## src/rtl/unit_assign.sv

```systemverilog
module unit_assign #(
  parameter int NCH = 4,
  parameter int NU  = 4
) (
  input  logic                clk,
  input  logic                rst_n,
  input  logic [NCH-1:0]      req_i,
  input  logic [NCH*NU-1:0]   sel_i,
  input  logic [NCH*NU-1:0]   rel_i,
  input  logic [2*NCH-1:0]    snp_en_i,
  output logic [NCH*NU-1:0]   gnt_o,
  output logic [2*NCH-1:0]    snp_sta_o,
  output logic [NU-1:0]       busy_o
);
  localparam int NB = NCH * NU;

  logic [NB-1:0]    held_q, win;
  logic [NCH-1:0]   ok;
  logic [2*NCH-1:0] snp_q, snp_d;
  logic [NU-1:0]    busy;
  logic             taken;

  for (genvar c = 0; c < NCH; c++) begin : g_ch
    logic [NU-1:0] own, pick, drop;
    logic          full;
    assign own  = held_q[c*NU +: NU];
    assign pick = sel_i[c*NU +: NU];
    assign drop = rel_i[c*NU +: NU];
    assign full = ($countones(own) == 2);
    assign ok[c] = req_i[c] && $onehot(pick) && ($countones(own) < 2);
    assign snp_d[2*c +: 2] = (full && (drop & own) == '0) ? snp_en_i[2*c +: 2] : 2'b00;
  end

  always_comb begin
    busy = '0;
    for (int c = 0; c < NCH; c++) busy = busy | held_q[c*NU +: NU];
  end

  always_comb begin
    win   = '0;
    taken = 1'b0;
    for (int u = 0; u < NU; u++) begin
      taken = busy[u];
      for (int c = 0; c < NCH; c++) begin
        if (!taken && ok[c] && sel_i[c*NU+u]) begin
          win[c*NU+u] = 1'b1;
          taken = 1'b1;
        end
      end
    end
  end

  always_ff @(posedge clk or negedge rst_n) begin
    if (!rst_n) begin
      held_q <= '0;
      snp_q  <= '0;
    end else begin
      held_q <= (held_q & ~rel_i) | win;
      snp_q  <= snp_d;
    end
  end

  assign gnt_o     = held_q;
  assign snp_sta_o = snp_q;
  assign busy_o    = busy;
endmodule

```

## config.mk

```make
export PLATFORM = sky130hd
export DESIGN_NAME = unit_assign
export DESIGN_NICKNAME = d
export VERILOG_FILES = /design/src/rtl/unit_assign.sv
export SDC_FILE = /design/constraint.sdc
export NUM_CORES = 1
export LEC_CHECK = 0
export BUFFER_PORTS_ARGS = -buffer_cell sky130_fd_sc_hd__buf_2
export CAP_MARGIN = 10
export CORE_ASPECT_RATIO = 0.9
export CORE_UTILIZATION = 48
export DETAILED_ROUTE_END_ITERATION = 6
export GPL_ROUTABILITY_DRIVEN = 1
export PLACE_DENSITY = 0.92
export SETUP_SLACK_MARGIN = 0.5
export SLEW_MARGIN = 10
export SYNTH_ARGS = -nofsm -noshare
export SYNTH_HDL_FRONTEND = slang
export SYNTH_SLANG_ARGS = --single-unit
```

## constraint.sdc

```tcl
create_clock -name clk -period 3.25 [get_ports clk]
set_input_delay 0.4875 -clock clk [delete_from_list [all_inputs] [get_ports clk]]
set_output_delay 0.4875 -clock clk [all_outputs]
set_load 0.03 [all_outputs]
```

# After elaboration in Yosys (flattened, before gate mapping)

Cells that the tools add are included.
Widths: inputs -> output; s select.

$lt $le $gt $ge: 4
Mux-type cells: 32
$add $sub $neg: 24
Equality and inequality tests: 8
Reductions and logical operators: 64
Bitwise logic cells: 10

Operators by type and width:

| operator            | count |
|---|---|
| $eq 32x3->1 const B | 4 |
| $logic_and 1x1->1   | 44 |
| $add 1x1->2         | 16 |
| $mux 1              | 28 |
| $add 2x2->3         | 8 |
| $and 16x16->16      | 1 |
| $and 4x4->4         | 4 |
| $logic_not 1->1     | 16 |
| $logic_not 4->1     | 4 |
| $not 16->16         | 1 |
| $or 16x16->16       | 1 |
| $eq 3x1->1 const B  | 4 |
| $lt 3x2->1 const B  | 4 |
| $or 4x4->4          | 3 |
| $mux 2              | 4 |

Register bits: 24

# Longest topological paths before layout

Word-level depth: 21
Mapped depth: 10
Mapped depth without buffers: 9

# Worst setup path before layout

Ideal clock, no wire load.

Path kind: input port to flip-flop
From: input sel_i[4]
To: register held_q[10] (netlist: gnt_o[10])
Slack: 618 ps
Arrival: 2,504 ps
Path buffers: 0
Stages: 8
Path through: inv_1 -> fa_1 -> inv_1 -> ha_1 -> ha_1 -> nor4bb_1 -> and3_1 -> o32ai_1

Cells in the longest elaborated chain, start to end: 13

Ends and longest elaborated chain:

| item                              | RTL line | text |
|---|---|---|
| start, declared                   | 8        | `input logic [NCH*NU-1:0] sel_i,` |
| $add 1x1->2 (not written as such) | 30       | `assign ok[c] = req_i[c] && $onehot(pick) && ($countones(own) < 2);` |
| $add 2x2->3 (not written as such) | 30       |  |
| $eq 3x1->1                        | 30       |  |
| $logic_and 1x1->1 (2 in series)   | 30       |  |
| $logic_and 1x1->1 (2 in series)   | 45       | `if (!taken && ok[c] && sel_i[c*NU+u]) begin` |
| $mux 1                            | 45       |  |
| $logic_not 1->1                   | 45       |  |
| $logic_and 1x1->1 (2 in series)   | 45       |  |
| $mux 1                            | 45       |  |
| $or 16x16->16                     | 58       | `held_q <= (held_q & ~rel_i) \| win;` |
| end signal, assigned              | 58       |  |
| end, declared                     | 17       | `logic [NB-1:0] held_q, win;` |

No other way between the ends.

# Final worst setup path

From: input sel_i[12]
To: register held_q[12] (netlist: gnt_o[12])

Cells in the longest elaborated chain, start to end: 9

Ends and longest elaborated chain:

| item                              | RTL line |
|---|---|
| $add 1x1->2 (not written as such) | 30 |
| $add 2x2->3 (not written as such) | 30 |
| $eq 3x1->1                        | 30 |
| $logic_and 1x1->1 (2 in series)   | 30 |
| $logic_and 1x1->1                 | 45 |
| $logic_and 1x1->1 (*)             | 45 |
| $mux 1 (*)                        | 45 |
| $or 16x16->16 (*)                 | 58 |

Mark *: on every way between the ends. The rest lies on a longest branch, timed or not.

==> metrics <==
status=completed; Multi-input gate area=between 900 and 1000 µm²; die area=a little under 4000 µm²; Syn Inst Count=about 180; Pleak=between 1 and 1.5 nW; CP endpoint kind=register; async set or reset register ratio after synthesis=1.00; simple-gate share of the synthesized area=0.177; critical path peak fanout=4; final setup skew=approximately 0.0021 ns; sequential cell area=between 600 and 700 µm²; final hold violation count=0; Startpoint Class=input port; largest net degree at the start of global routing=25; RR Endpoint=gnt_o[8]; Port Buffer Count=73; Max Clk Rate=approximately 0.4 GHz; post-synthesis mux area share=0; Die Y=between 50 and 60 µm; H-tree lvl count=1; initial cell density of the core=0.515; crit path time final=2.46 ns; area delta synth->final=28.1%; drt first pass iters=4; cell with the most instances after synthesis=inv_1; CTS buffer count=3; Synth area leaders=dfrtp_1 34%, ha_1 14%, inv_1 10%; CTS max path bufs=2; post-route setup TNS=0 ns; syn avg cell area=a little under 10 µm²; CP max stage delay=roughly 0.55 ns; initial antenna violation count=0; final setup fails=0; Filler cells=284; max_cap viols=0; Power Dens Cells=between 400 and 500 nW/µm²; Crit Path Class=input port to register; Yosys cell types=22; Slew @ Worst Pin=roughly 0.59 ns; number of nets in the layout=~340; # IOs=between 70 and 80; clock sinks=24; Mapped Nets=roughly 260; Reg2Reg Setup Slack=~0.84 ns; slowest cell on the critical path=nor4bb_1; r2r startpoint=gnt_o[0]; global route total overflow=0; crit path DAT=2.63 ns; worst hold-check path type=input port to asynchronous set/reset pin; wire per inst=between 10 and 15 µm; Worst-path clk slew=0.09 ns; Final ANT Viol Nets=0; vias in the first global route=1555; Post-CTS Setup Bufs=0; chip width=~66 µm; post-layout util=0.659; clock latency on the worst-skew pair=approximately 0.27 ns; CTS tree=done; Post-Synth Adder-Cell Area=0.231; Synth Area in Compound Gates=0.143; final worst path period share=0.757; Synth area leader=dfrtp_1; via/cell ratio=5.31; Yosys Warn Count=0; post-synth top area share=0.338; Post-Synth XOR/XNOR Area=0; Worst R2R Path Depth=10; CTS resizes=0; Initial DRC Count=58; CTS Root Cell=clkbuf_8; Max VDD drop=about 320 µV; largest family of logic cells by synthesized area=adder cells; # rows=20; Mapped Area=~1800 µm²; Max-slew headroom=0.603; RSZ-0062 raised after global routing=no; vias=1621; synth cell count leaders=49 x inv_1, 24 x dfrtp_1, 20 x ha_1; Synth Flop Type=dfrtp_1; first-pass GRT wire length=roughly 6900 µm; Placer Congestion=about 0.9; Post-synth EDFFs=0; Core Area=3450 µm²; ant diodes=0; CP required=3.42 ns; DRC=0; layout cells sized above 1=0.345; Seq cells post-synth=24; gr usage total=0.232; fin area=2280 µm²; Max Slew Vio Count=0; Post-DP HPWL=about 3500 µm; Detailed Route WL=about 4200 µm; placed inst area=2210 µm²; Post-CTS Hold Buffers=0; Seq/Total Area, Yosys=0.338; crit-path cells=buf_2 > inv_1 > fa_1 > inv_1 > ha_1 > ha_1 > nor4bb_1 > nand3_1 > o41ai_2
==> worst max-delay path, delay by kind of cell <==
kind                       cells  cell delay [ns]
AOI/OAI and AO/OA              1             0.22
adders and majority gates      3             0.99
buffers and inverters          3             0.19
and+or+nand+nor                2             0.74
==> per-layer routing <==
metal | vias up | wire [µm] | track usage
li1 | 790 | - | -
met1 | 761 | 1840 | 0.298
met3 | 5 | 298 | 0.0477
met2 | 65 | 2020 | 0.410
met4 | 0 | 23 | 0.0365
met5 | - | 0 | 0
==> stage by stage <==
stage,power [mW],setup WS (ns),hold slack (ns),instances
after CTS,1.11,0.801,0.200,305
final,1.11,0.791,0.184,305
after global placement,0.832,0.646,0.492,301
after global routing,1.18,0.612,0.225,305
after floorplan,0.695,0.618,0.192,183
after detailed placement,0.847,0.531,0.503,301
==> state kept, by name, summed over array words and instances, names as in the netlist <==
signal and count:
gnt_o 16, snp_sta_o 8
==> cells in the final DEF (no fill, tap or decap), drive strengths merged <==
cell type and n:
ha 20, bufinv 1, inv 49, nand3 16, and4bb 1, o41ai 4
dfrtp 24, nor4bb 3, clkbuf 3, nand2b 3, and3 8, nor2 12
fa 8, buf 76, a22oi 8, a31o 4, nand4 4, o32ai 4
or2b 1, or4 4, o22ai 8
==> cells by family after synthesis <==
family	Yosys count
simple gates	52
buf+inv	51
compound gates	28
fa+ha+maj	28
flops	24
==> power breakdown <==
part           total, mW  switching [mW]  leakage, nW  internal [mW]
combinational      0.475           0.286        0.969          0.189
clock              0.264          0.0990       0.0357          0.165
sequential         0.368          0.0415        0.331          0.327
total               1.11           0.426         1.34          0.681
==> worst max-delay path by stage <==
stage | from | endpoint | cells past startpoint
after detailed placement | sel_i[12] | gnt_o[15] | 9
after CTS | sel_i[12] | gnt_o[15] | 9
after floorplan | sel_i[4] | gnt_o[10] | 8
after global routing | sel_i[12] | gnt_o[13] | 9
after global placement | sel_i[0] | gnt_o[8] | 10
final | sel_i[12] | gnt_o[12] | 9
==> layout make-up <==
type,count,area share
Clock buffer,3,0.0181
Clock inverter,1,0.0132
Inverter,49,0.0808
Multi-Input combinational cell,108,0.430
Sequential cell,24,0.264
Tap cell,44,0.0242
Timing Repair Buffer,76,0.170
(Power assumes the default switching activity.)
